$ cat src/rtl/event_timer.sv
module event_timer #(
  parameter int  BUS_W    = 32,
  parameter int  ADDR_W   = 5,
  parameter bit  CTRL_ALT = 1'b0
) (
  input  logic              clk,
  input  logic              rst_n,
  input  logic              tick,
  input  logic              acc_en,
  input  logic              acc_write,
  input  logic [ADDR_W-1:0] acc_addr,
  input  logic [BUS_W-1:0]  acc_wdata,
  output logic [BUS_W-1:0]  acc_rdata,
  output logic              irq
);
  localparam int CNT_W = 2 * BUS_W;
  localparam logic [2:0] W_LD_LO  = 3'd0;
  localparam logic [2:0] W_LD_HI  = 3'd1;
  localparam logic [2:0] W_CUR_LO = 3'd2;
  localparam logic [2:0] W_CUR_HI = 3'd3;
  localparam logic [2:0] W_STAT   = 3'd6;
  localparam logic [2:0] W_CTRL   = CTRL_ALT ? 3'd7 : 3'd4;

  logic [BUS_W-1:0] load_lo, load_hi;
  logic [CNT_W-1:0] cnt;
  logic en, oneshot, unmask, status, need_load, done;

  wire [2:0]       word     = acc_addr[4:2];
  wire             wr       = acc_en & acc_write;
  wire [CNT_W-1:0] load_val = {load_hi, load_lo};
  wire             running  = en & ~need_load;
  wire             at_zero  = (cnt == '0);
  wire             expire   = running & tick & at_zero & ~done;
  wire             clr      = wr & (word == W_STAT) & acc_wdata[0];

  always_ff @(posedge clk or negedge rst_n) begin
    if (!rst_n) begin
      load_lo <= '0;
      load_hi <= '0;
      {unmask, oneshot, en} <= 3'b000;
    end else if (wr) begin
      if (word == W_LD_LO) load_lo <= acc_wdata;
      if (word == W_LD_HI) load_hi <= acc_wdata;
      if (word == W_CTRL)  {unmask, oneshot, en} <= acc_wdata[2:0];
    end
  end

  always_ff @(posedge clk or negedge rst_n) begin
    if (!rst_n) begin
      cnt       <= '0;
      need_load <= 1'b1;
      done      <= 1'b0;
    end else begin
      if (!en) begin
        need_load <= 1'b1;
        done      <= 1'b0;
      end else if (need_load) begin
        need_load <= 1'b0;
        cnt       <= load_val;
      end else if (expire) begin
        if (oneshot) done <= 1'b1;
        else         cnt  <= load_val;
      end else if (tick && !at_zero) begin
        cnt <= cnt - 1'b1;
      end
    end
  end

  always_ff @(posedge clk or negedge rst_n) begin
    if (!rst_n)      status <= 1'b0;
    else if (expire) status <= 1'b1;
    else if (clr)    status <= 1'b0;
  end

  assign irq = status & unmask;

  always_comb begin
    acc_rdata = '0;
    if (acc_en && !acc_write) begin
      if      (word == W_LD_LO)  acc_rdata = load_lo;
      else if (word == W_LD_HI)  acc_rdata = load_hi;
      else if (word == W_CUR_LO) acc_rdata = cnt[BUS_W-1:0];
      else if (word == W_CUR_HI) acc_rdata = cnt[CNT_W-1:BUS_W];
      else if (word == W_STAT)   acc_rdata = {{(BUS_W-1){1'b0}}, status};
      else if (word == W_CTRL)   acc_rdata = {{(BUS_W-3){1'b0}}, unmask, oneshot, en};
    end
  end
endmodule

$ cat config.mk
export PLATFORM = sky130hd
export DESIGN_NAME = event_timer
export DESIGN_NICKNAME = d
export VERILOG_FILES = /design/src/rtl/event_timer.sv
export SDC_FILE = /design/constraint.sdc
export NUM_CORES = 1
export LEC_CHECK = 0
export BUFFER_PORTS_ARGS = -buffer_cell sky130_fd_sc_hd__buf_2
export CAP_MARGIN = 20
export CORE_MARGIN = 4
export CORE_UTILIZATION = 55
export CTS_BUF_LIST = sky130_fd_sc_hd__clkbuf_8
export CTS_CLUSTER_SIZE = 8
export DETAILED_ROUTE_END_ITERATION = 7
export PLACE_DENSITY = 0.85
export SLEW_MARGIN = 20
export SYNTH_ARGS = -nofsm -noshare
export SYNTH_HDL_FRONTEND = slang
export SYNTH_SLANG_ARGS = --single-unit
export TNS_END_PERCENT = 30
$ cat constraint.sdc
create_clock -name clk -period 3.2 [get_ports clk]
set_input_delay 0.64 -clock clk [delete_from_list [all_inputs] [get_ports clk]]
set_output_delay 0.64 -clock clk [all_outputs]
set_load 0.02 [all_outputs]
==> out/metrics.yaml, run 1 <==
hold_path:
  hp-class: "in2async"
floorplanning:
  dieArea_sq_um: 17000
  die_h_um: 130
  core_sq_um: 14600
  std_cell_rows: 44
  ioPinCount: 75
  start_util_pct: 56.4
  die_w_um: 130
power:
  powerDensity_nw_per_um2: 749
  clock_power_share_pct: 22.0
  swShare_pct: 38.7
  internal-power_mw: 4.36
  p_seq_share_pct: 43.8
  p_leak_nw: 3.92
  p_sw_mw: 2.75
  vdd_drop_max_mv: 0.488
  comb_power_share_pct: 34.2
synthesis:
  synth_fp_nets: 906
  yosys-top-cells-count: "dfrtp_1 (133), a21oi_1 (66), mux2_2 (66), nor3_1 (52), clkbuf_1 (51)"
  ys_types: 60
  async_flop_share_pct: 100
  synth_cells: 863
  synth_edf_count: 0
  synth-seq-cells: 134
  synth.avg_cell_area_sq_um: 9.54
  synth_top_area_share_pct: 40.4
  yosysSeqAreaShare_pct: 40.7
  synth_area_leader_cell: "dfrtp_1"
  ys_warn_count: 0
  ys_top_cells_by_area: "dfrtp_1 (40%), mux2_2 (9.0%), mux2i_1 (5.0%)"
  ys.flop_type: "dfrtp_1"
  syn-cell-area_sq_um: 8230
  yosysMostFrequentCell: "dfrtp_1"
clock_tree:
  clk_latency_ns: 0.46
  clockRootBuffer: "clkbuf_8"
  cts_hold_buf: 0
  clock_sinks: 134
  cts_setup_buffers: 0
  cts_resized: 0
  htreeDepth: 4
  clk_pin_slew_ns: 0.08
  cts_buffers: 17
  cts_buffer_depth: 2
  cts_tree: "yes"
global_route:
  grt-ovfl-total: 0
  top_usage_layer: "met2"
  use_met2_pct: 46.7
  gr-usage-all-layers_pct: 29.9
  use_met1_pct: 41.3
  antenna_found_initial: 0
  grt_pass1_wl_um: 39800
  grt_max_degree: 59
  met3_usage_pct: 7.82
  grt_pass1_vias: 7504
sta:
  slew_violations: 0
  min_period_ns: 3.08
  rsz0062_at_grt: "false"
  finalClockSkew_ns: 0.00921
  slew_headroom_pct: 47.9
  period_share_pct: 96.2
  finalHoldViolCount: 0
  timing.fmax_ghz: 0.325
  worst_pin_slew_ns: 0.781
  setup_violations: 0
  final.setup.tns_ns: 0
placed_design:
  gp_congestion: 0.973
  place_hpwl_um: 16900
  io_buffer_count: 72
critical_path:
  slowest_delay_ns: 0.63
  critical_path_class: "reg2reg"
  worst_setup_path_end_kind: "flip-flop"
  critPathMaxFanout: 17
  crit_buf_inv: 2
  cp_slowest_cell: "or4_1"
  cp.arrival_ns: 3.45
  cp.required_ns: 3.57
  startpoint_type: "flip-flop"
  path_cells: "or4_4 > or4_1 > nor3_4 > buf_4 > a21oi_4 > buf_4 > mux2i_1 > a22oi_1"
  critical_path.top_delay_family: "simple AND/OR/NAND/NOR gates"
  cpMostUsedCell: "buf_4"
drt:
  antenna_left: 0
  firstDrtPassIters: 6
  post-route-drc-count: 0
  post_drt_wl_per_cell_um: 21.9
  vias: 7871
  drtIter0Drc: 967
  drt-total-wl_um: 24800
  post_drt_via_cell_ratio: 6.94
final_layout:
  diodes: 0
  fin_util_pct: 65.1
  area_growth_pct: 15.3
  n_fill_cell: 1125
  final_nets: 980
  layout-drive-gt1-share_pct: 26.7
run_status:
  status: "complete, no violations"
flow_run:
  cap_viol_max_count: 0
power groups by stage:
stage	combinational (mW)	clock, mW	sequential, mW
3_5_place_dp	2.38	0	3.10
2_1_floorplan	1.89	0	2.76
3_3_place_gp	2.30	0	3.07
6_report	2.43	1.56	3.12
5_1_grt	2.66	1.66	3.20
4_1_cts	2.40	1.57	3.08
flip-flops by register name, summed over array words and instances (netlist names):
signal,flops
load_hi,32
need_load,1
en,1
cnt,64
done,1
load_lo,32
oneshot,1
unmask,1
status,1
worst reg2reg max path: cells and delay by family (launching register included):
kind / cells / cell delay [ns]
simple gates: 3 / 1.57
flops: 1 / 0.44
mux: 1 / 0.14
compound gates: 2 / 0.36
buf+inv: 2 / 0.48
placed cells by master (no fill, tap or decap), drive strengths merged, types with 11 or more instances in the layout:
cell / n
o2bb2ai: 11
mux2i: 41
nor2: 49
a211oi: 14
nand2: 32
dfrtp: 133
nor4: 30
mux2: 66
a2bb2oi: 24
nand2b: 29
buf: 133
nand3: 22
nor3: 54
a21oi: 67
clkbuf: 20
inv: 16
nand4: 17
o221ai: 26
o31ai: 21
a22oi: 13
o21ai: 33
final timing paths:
kind / start / endpoint / slack [ns] / depth (start not counted)
worst max-delay path: cnt[50] / cnt[49] / 0.12 / 8
worst min-delay path: rst_n / cnt[17] / 0.13 / 1
worst max register to register: cnt[50] / cnt[49] / 0.12 / 8
worst min register to register: en / need_load / 0.50 / 1
max in group asynchronous: rst_n / need_load / 2.32 / 2
min in group clk: acc_wdata[9] / load_hi[9] / 0.42 / 2
stage by stage:
| stage | std cells | power (mW) | cell area (sq um) | setup slack [ns] | hold slack, ns |
|---|---|---|---|---|---|
| 2_1_floorplan | 863 | 4.65 | 8230 | 0.0631 | 0.344 |
| 3_3_place_gp | 1102 | 5.37 | 9060 | 0.233 | 0.490 |
| 3_5_place_dp | 1102 | 5.48 | 9060 | 0.201 | 0.481 |
| 4_1_cts | 1134 | 7.05 | 9500 | 0.165 | 0.159 |
| 5_1_grt | 1134 | 7.52 | 9500 | 0.00965 | 0.164 |
| 6_report | 1134 | 7.11 | 9500 | 0.122 | 0.135 |
cell type report:
cell class	count	area, sq um	area share, %
clock buffer	20	275	2.90
clock inverter	12	159	1.67
inverter	13	48.8	0.514
multi-input combinational	638	4530	47.7
sequential	134	3350	35.3
tap	184	230	2.42
timing repair buffer	133	900	9.47
per-layer routing:
| metal | routed length, um | up-vias | share of wire, % |
|---|---|---|---|
| li1 | - | 3487 | - |
| met1 | 10000 | 3819 | 40 |
| met2 | 11600 | 489 | 47 |
| met3 | 2560 | 76 | 10 |
| met4 | 676 | 0 | 2.7 |
| met5 | 0 | - | 0 |
cell families after synthesis:
family                     Yosys count  share of synthesized area (%)
adders and majority gates            1                          0.152
DFF                                134                           40.7
and+or+nand+nor                    278                           18.4
muxes                              109                           14.6
AOI/OAI and AO/OA                  250                           21.3
buffers and inverters               91                           4.89
(Power assumes the default switching activity.)
==> run 2, diff against run 1 <==
Settings changed: ABC_AREA from default to 1, PLACE_DENSITY 0.85 to 0.84.
==> run 2 against run 1 <==
Register-to-register slack better by 0.21 ns. Final cell count rose by 52%. Count of clock-buffer cells in the layout is 3 lower. Sequential share of layout area shrank 2.1 points. Combinational power grew 49%. Clock skew grew 0.0071 ns. Non-clock buffer count decreased by 38. Power increased by 14%. Global-route usage rose by 4.7 points. Sequential power barely moved. Cell area grew 6.2%. Critical endpoint is now acc_rdata[16]. Largest cell class unchanged. Largest power group is now combinational cells. Highest routed layer unchanged.
==> out/metrics.yaml, run 2 <==
clock_tree:
  cts_setup_buffers: 0  # unchanged
  cts_buffer_depth: 2  # unchanged
  cts_resized: 0  # unchanged
  clockRootBuffer: "clkbuf_8"  # unchanged
  cts_hold_buf: 0  # unchanged
  clk_pin_slew_ns: 0.09  # was 0.08 ns
  cts_tree: "yes"  # unchanged
  htreeDepth: 4  # unchanged
  cts_buffers: 17  # unchanged
  clk_latency_ns: 0.47  # was 0.46 ns
  clock_sinks: 134  # unchanged
synthesis:
  syn-cell-area_sq_um: 9120  # was 8230 sq um
  ys_top_cells_by_area: "dfrtp_1 (36%), nand2_1 (22%), nor2_1 (8.7%)"  # was dfrtp_1 (40%), mux2_2 (9.0%), mux2i_1 (5.0%)
  yosysMostFrequentCell: "nand2_1"  # was dfrtp_1
  synth_cells: 1442  # was 863
  ys_types: 39  # was 60
  yosys-top-cells-count: "nand2_1 (533), nor2_1 (212), inv_1 (173), dfrtp_1 (133), o21ai_0 (116)"  # was dfrtp_1 (133), a21oi_1 (66), mux2_2 (66), nor3_1 (52), clkbuf_1 (51)
  synth.avg_cell_area_sq_um: 6.33  # was 9.54 sq um
  synth_fp_nets: 1485  # was 906
  synth-seq-cells: 134  # unchanged
  ys_warn_count: 0  # unchanged
  ys.flop_type: "dfrtp_1"  # unchanged
  async_flop_share_pct: 100  # unchanged
  synth_area_leader_cell: "dfrtp_1"  # unchanged
  synth_top_area_share_pct: 36.5  # was 40.4%
  synth_edf_count: 0  # unchanged
  yosysSeqAreaShare_pct: 36.8  # was 40.7%
critical_path:
  critical_path_class: "in2out"  # was reg2reg
  path_cells: "buf_2 > inv_1 > nor3_1 > inv_1 > buf_4 > o221ai_1 > o211ai_1 > inv_1 > buf_2"  # was or4_4 > or4_1 > nor3_4 > buf_4 > a21oi_4 > buf_4 > mux2i_1 > a22oi_1
  worst_setup_path_end_kind: "output port"  # was flip-flop
  critical_path.top_delay_family: "buffers and inverters"  # was simple AND/OR/NAND/NOR gates
  cp.arrival_ns: 2.22  # was 3.45 ns
  rrSetupSlack_ns: 0.34  # was 0.12 ns
  slowest_delay_ns: 0.29  # was 0.63 ns
  cp.required_ns: 2.56  # was 3.57 ns
  crit_buf_inv: 6  # was 2
  cpMostUsedCell: "inv_1"  # was buf_4
  cp_slowest_cell: "inv_1"  # was or4_1
  critPathMaxFanout: 11  # was 17
  startpoint_type: "primary input"  # was flip-flop
final_layout:
  fin_util_pct: 62.8  # was 65.1%
  final_cell_mix: "nand2_1 (531), nor2_1 (211), inv_1 (173), dfrtp_1 (133), o21ai_0 (116)"  # was dfrtp_1 (133), buf_2 (71), a21oi_1 (66), mux2_2 (66), buf_4 (55)
  multiInputGateArea_sq_um: 4830  # was 4530 sq um
  reg_top3: "cnt (64), load_hi (32), load_lo (32)"  # unchanged
  diodes: 0  # unchanged
  n_fill_cell: 1491  # was 1125
  layout-drive-gt1-share_pct: 9.85  # was 26.7%
  largest_reg_flops: 64  # unchanged
  final_nets: 1542  # was 980
  final_common_cell: "nand2_1"  # was dfrtp_1
  area_growth_pct: 10.6  # was 15.3%
  top_register: "cnt"  # unchanged
  regArea_sq_um: 3350  # unchanged
sta:
  slew_violations: 0  # unchanged
  period_share_pct: 89.5  # was 96.2%
  finalClockSkew_ns: 0.0163  # was 0.00921 ns
  worst_pin_slew_ns: 0.967  # was 0.781 ns
  rsz0062_at_grt: "false"  # unchanged
  finalHoldWorstSlack_ns: 0.0819  # was 0.135 ns
  final.setup.tns_ns: 0  # unchanged
  timing.fmax_ghz: 0.349  # was 0.325 GHz
  slew_headroom_pct: 35.5  # was 47.9%
  min_period_ns: 2.86  # was 3.08 ns
  setup_violations: 0  # unchanged
  finalHoldViolCount: 0  # unchanged
run_status:
  status: "complete, no violations"  # unchanged
global_route:
  grt_pass1_vias: 8663  # was 7504
  grt_max_degree: 97  # was 59
  gr-usage-all-layers_pct: 34.6  # was 29.9%
  grt_pass1_wl_um: 49100  # was 39800 um
  grt-ovfl-total: 0  # unchanged
  antenna_found_initial: 0  # unchanged
flow_run:
  cap_viol_max_count: 0  # unchanged
drt:
  vias: 9931  # was 7871
  antenna_left: 0  # unchanged
  drtIter0Drc: 1265  # was 967
  drt-total-wl_um: 32100  # was 24800 um
  post-route-drc-count: 0  # unchanged
  firstDrtPassIters: 6  # unchanged
  post_drt_via_cell_ratio: 5.75  # was 6.94
  post_drt_wl_per_cell_um: 18.6  # was 21.9 um
power:
  p_leak_nw: 5.33  # was 3.92 nW
  comb_power_share_pct: 44.4  # was 34.2%
  clock_power_share_pct: 17.6  # was 22.0%
  internal-power_mw: 3.98  # was 4.36 mW
  p_sw_mw: 4.15  # was 2.75 mW
  p_seq_share_pct: 38.0  # was 43.8%
  powerDensity_nw_per_um2: 806  # was 749 nW/um^2
  swShare_pct: 51.1  # was 38.7%
  vdd_drop_max_mv: 0.413  # was 0.488 mV
hold_path:
  hp-class: "in2async"  # unchanged
floorplanning:
  dieArea_sq_um: 18700  # was 17000 sq um
  die_h_um: 137  # was 130 um
  start_util_pct: 56.8  # was 56.4%
  std_cell_rows: 46  # was 44
  core_sq_um: 16100  # was 14600 sq um
  die_w_um: 137  # was 130 um
  ioPinCount: 75  # unchanged
placed_design:
  place_hpwl_um: 23600  # was 16900 um
  gp_congestion: 1.03  # was 0.973
  io_buffer_count: 72  # unchanged
==> run 2: area by class of cell <==
cell class,count,area share (%)
flip-flops and latches,134,33.3
clock buffers,17,2.32
clock inverters,15,1.49
multi-input cells,1075,47.9
repair buffers,95,5.84
inverters,176,6.55
well taps,216,2.68
==> run 2: worst reg2reg max path: stages (launching register included) <==
cell and delay [ns]:
dfrtp_1 0.46, nor2_1 0.31, nand2_1 0.16, nor2_2 0.23
nand2_1 0.15, nor2_4 0.23, nand3_4 0.10, buf_4 0.34
a21oi_1 0.55, nor2_1 0.09, nand2_1 0.08, nand2_1 0.06
==> run 2: through the flow <==
step	instance area, sq um	std cells	worst slack, ns	power, mW
detailed placement	9680	1695	0.408	6.56
global route	10100	1728	0.225	8.67
finish	10100	1728	0.336	8.13
CTS	10100	1727	0.397	8.00
global placement	9680	1695	0.452	6.50
floorplan	9120	1442	0.626	5.35
==> run 2: logic make-up (layout without fill, tap and decap cells) <==
logic type | Yosys count | count (layout) | share of synthesized area (%)
buffers and inverters | 233 | 303 | 10.5
AO/OA/AOI/OAI | 232 | 232 | 14.9
AND/OR/NAND/NOR | 827 | 827 | 36.3
flip-flops | 134 | 134 | 36.8
adder cells (fa/ha/maj) | 1 | 1 | 0.137
XOR/XNOR | 15 | 15 | 1.44
==> run 2: final timing paths <==
kind,startpoint,endpoint,cells after the start
setup / recovery,acc_addr[3],acc_rdata[16],9
hold / removal,rst_n,done,1
setup reg to reg,cnt[16],cnt[40],11
hold reg to reg,load_lo[26],load_lo[26],2
max in group asynchronous,rst_n,cnt[55],2
min in group clk,acc_wdata[17],load_hi[17],3
==> run 2: routing by layer <==
metal	share of wire, %	GRT usage, %
met4	3.3	12.9
met2	42	48.7
met3	12	7.65
met5	0	0
met1	43	52.1
==> run 2: power by group through the flow <==
| stage | logic (mW) | clock network (mW) | registers [mW] |
|---|---|---|---|
| CTS | 3.52 | 1.44 | 3.03 |
| detailed placement | 3.51 | 0 | 3.06 |
| finish | 3.61 | 1.43 | 3.09 |
| global placement | 3.43 | 0 | 3.06 |
| floorplan | 2.60 | 0 | 2.75 |
| global route | 4.02 | 1.52 | 3.14 |
==> run 3, diff against run 2 <==
Settings changed: SETUP_SLACK_MARGIN from default to 0.5.
==> run 3 against run 2 <==
Clock power barely moved. Count of clock-buffer cells in the layout did not move. Clock skew rose by 0.0022 ns. Cell area rose by 1.2%. Power rose by 1.5%.
==> out/metrics.yaml, run 3 (synthesized netlist as in run 2, its figures left out) <==
sta:
  final.setup.tns_ns: 0  # unchanged
  finalHoldViolCount: 0  # unchanged
  rsz0062_at_grt: "true"  # was false
  slew_violations: 0  # unchanged
  setup_ws_ns: 0.534  # was 0.336 ns
  timing.fmax_ghz: 0.375  # was 0.349 GHz
  min_period_ns: 2.67  # was 2.86 ns
  setup_violations: 0  # unchanged
  worst_pin_slew_ns: 0.957  # was 0.967 ns
  period_share_pct: 83.3  # was 89.5%
  slew_headroom_pct: 36.2  # was 35.5%
  finalClockSkew_ns: 0.0185  # was 0.0163 ns
placed_design:
  placedCellCount: 1695  # unchanged
  placed_cell_area_sq_um: 9680  # unchanged
  gp_congestion: 1.03  # unchanged
  place_hpwl_um: 23600  # unchanged
  io_buffer_count: 72  # unchanged
  dp_slack_ns: 0.408  # unchanged
floorplanning:
  dieArea_sq_um: 18700  # unchanged
  ioPinCount: 75  # unchanged
  std_cell_rows: 46  # unchanged
  die_w_um: 137  # unchanged
  core_sq_um: 16100  # unchanged
  start_util_pct: 56.8  # unchanged
  die_h_um: 137  # unchanged
drt:
  dr_wl_met3_um: 4090  # was 3900 um
  post_drt_via_cell_ratio: 5.77  # was 5.75
  route.met2.wl_um: 13900  # was 13400 um
  post_drt_wl_per_cell_um: 18.9  # was 18.6 um
  dr.max_layer_used: "met4"  # unchanged
  firstDrtPassIters: 7  # was 6
  post-route-drc-count: 0  # unchanged
  vias: 9996  # was 9931
  drtIter0Drc: 1546  # was 1265
  drt-total-wl_um: 32800  # was 32100 um
  met1Wirelength_um: 13700  # about the same
  antenna_left: 0  # unchanged
critical_path:
  critical_path_class: "reg2reg"  # was in2out
  cp.arrival_ns: 3.02  # was 2.22 ns
  worst_setup_path_end_kind: "flip-flop"  # was output port
  crit_buf_inv: 1  # was 6
  cp_slowest_cell: "dfrtp_1"  # was inv_1
  cp.required_ns: 3.55  # was 2.56 ns
  cpMostUsedCell: "nand2_1"  # was inv_1
  path_cells: "nor2_1 > nand2_1 > nor2_1 > nand2_1 > nor2_4 > nand3_4 > buf_4 > a21oi_1 > nor2_1 > nand2_1 > nand2_1"  # was buf_2 > inv_1 > nor3_1 > inv_1 > buf_4 > o221ai_1 > o211ai_1 > inv_1 > buf_2
  critPathMaxFanout: 52  # was 11
  slowest_delay_ns: 0.48  # was 0.29 ns
  critical_path.top_delay_family: "simple AND/OR/NAND/NOR gates"  # was buffers and inverters
  startpoint_type: "flip-flop"  # was primary input
flow_run:
  cap_viol_max_count: 0  # unchanged
clock_tree:
  cts_tree: "yes"  # unchanged
  cts_buffer_depth: 2  # unchanged
  clk_pin_slew_ns: 0.09  # about the same
  htreeDepth: 4  # unchanged
  clock_sinks: 134  # unchanged
  cts_buffers: 17  # unchanged
  clockRootBuffer: "clkbuf_8"  # unchanged
  clk_latency_ns: 0.47  # about the same
final_layout:
  area_growth_pct: 11.9  # was 10.6%
  diodes: 0  # unchanged
  fin_cells: 1731  # was 1728
  top_register: "cnt"  # unchanged
  final_nets: 1545  # was 1542
  largest_reg_flops: 64  # unchanged
  reg_top3: "cnt (64), load_hi (32), load_lo (32)"  # unchanged
  regArea_sq_um: 3350  # unchanged
  final_cell_mix: "nand2_1 (531), nor2_1 (205), inv_1 (171), dfrtp_1 (133), o21ai_0 (116)"  # was nand2_1 (531), nor2_1 (211), inv_1 (173), dfrtp_1 (133), o21ai_0 (116)
  n_fill_cell: 1471  # was 1491
  layout-drive-gt1-share_pct: 10.9  # was 9.85%
  final_common_cell: "nand2_1"  # unchanged
  fin_area_sq_um: 10200  # was 10100 sq um
  multiInputGateArea_sq_um: 4880  # was 4830 sq um
global_route:
  gr-usage-all-layers_pct: 34.6  # about the same
  grt_pass1_vias: 8672  # was 8663
  grt-ovfl-total: 0  # unchanged
  grt_max_degree: 97  # unchanged
  grt_pass1_wl_um: 49100  # about the same
  antenna_found_initial: 0  # unchanged
hold_path:
  hp-class: "in2async"  # unchanged
power:
  vdd_drop_max_mv: 0.415  # was 0.413 mV
  powerDensity_nw_per_um2: 808  # was 806 nW/um^2
  p_leak_nw: 5.36  # was 5.33 nW
run_status:
  status: "complete, no violations"  # unchanged
-- run 3: cell types whose count changed in the layout (fill, tap and decap cells not counted), moves of 2 or more --
cell,before,now
nor2_1,211,205
clkbuf_16,0,2
nor2_2,6,11
inv_1,173,171
-- run 3: layout make-up --
cell class,count,area share (%)
clock buffer,17,2.29
clock inverter,15,1.47
inverter,176,6.53
multi-input combinational,1075,47.8
sequential,134,32.9
tap,216,2.65
timing repair buffer,98,6.45
-- run 3: metrics by stage --
stage	hold WS [ns]	power [mW]	util, %
floorplan	0.344	5.35	-
global placement	0.466	6.50	60.3
detailed placement	0.474	6.56	60.3
CTS	0.0785	8.00	62.7
global route	0.0889	8.78	63.6
finish	0.0816	8.25	63.6
-- run 3: final timing paths --
check	from	to	slack, ns	cells past startpoint
min reg2reg	load_lo[26]	load_lo[26]	0.49	2
min in group clk	acc_wdata[17]	load_hi[17]	0.42	3
max	cnt[25]	cnt[45]	0.53	11
max in group asynchronous	rst_n	cnt[55]	2.25	2
min	rst_n	done	0.08	1
max reg2reg	cnt[25]	cnt[45]	0.53	11
-- run 3: worst reg2reg max path: stages (launching register included) --
cell and delay [ns]:
dfrtp_1 0.48, nor2_1 0.22, nand2_1 0.13, nor2_1 0.21, nand2_1 0.14, nor2_4 0.23, nand3_4 0.10, buf_4 0.35
a21oi_1 0.48, nor2_1 0.09, nand2_1 0.07, nand2_1 0.06
-- run 3: power breakdown --
group | switching, mW | internal, mW | leakage [nW] | total, mW
Sequential | 0.859 | 2.24 | 1.71 | 3.10
Combinational | 2.52 | 1.19 | 3.45 | 3.71
Clock | 0.850 | 0.587 | 0.201 | 1.44
Total | 4.23 | 4.02 | 5.36 | 8.25
-- run 3: metal layers --
layer  track usage, %  vias up
li1                 -     4690
met5                0        -
met3             7.17       73
met2             48.9      651
met4             12.9        0
met1             52.1     4582
-- run 3: what timing repair did --
| action | CTS | global route |
|---|---|---|
| pin swaps | 0 | 0 |
| buffers inserted | 0 | 1 |
| resized for setup | 3 | 16 |
| gates cloned | 0 | 2 |
| hold buffers | 0 | 0 |
| hold endpoints to repair | 0 | 0 |
| endpoints found under the setup margin | 19 | 67 |
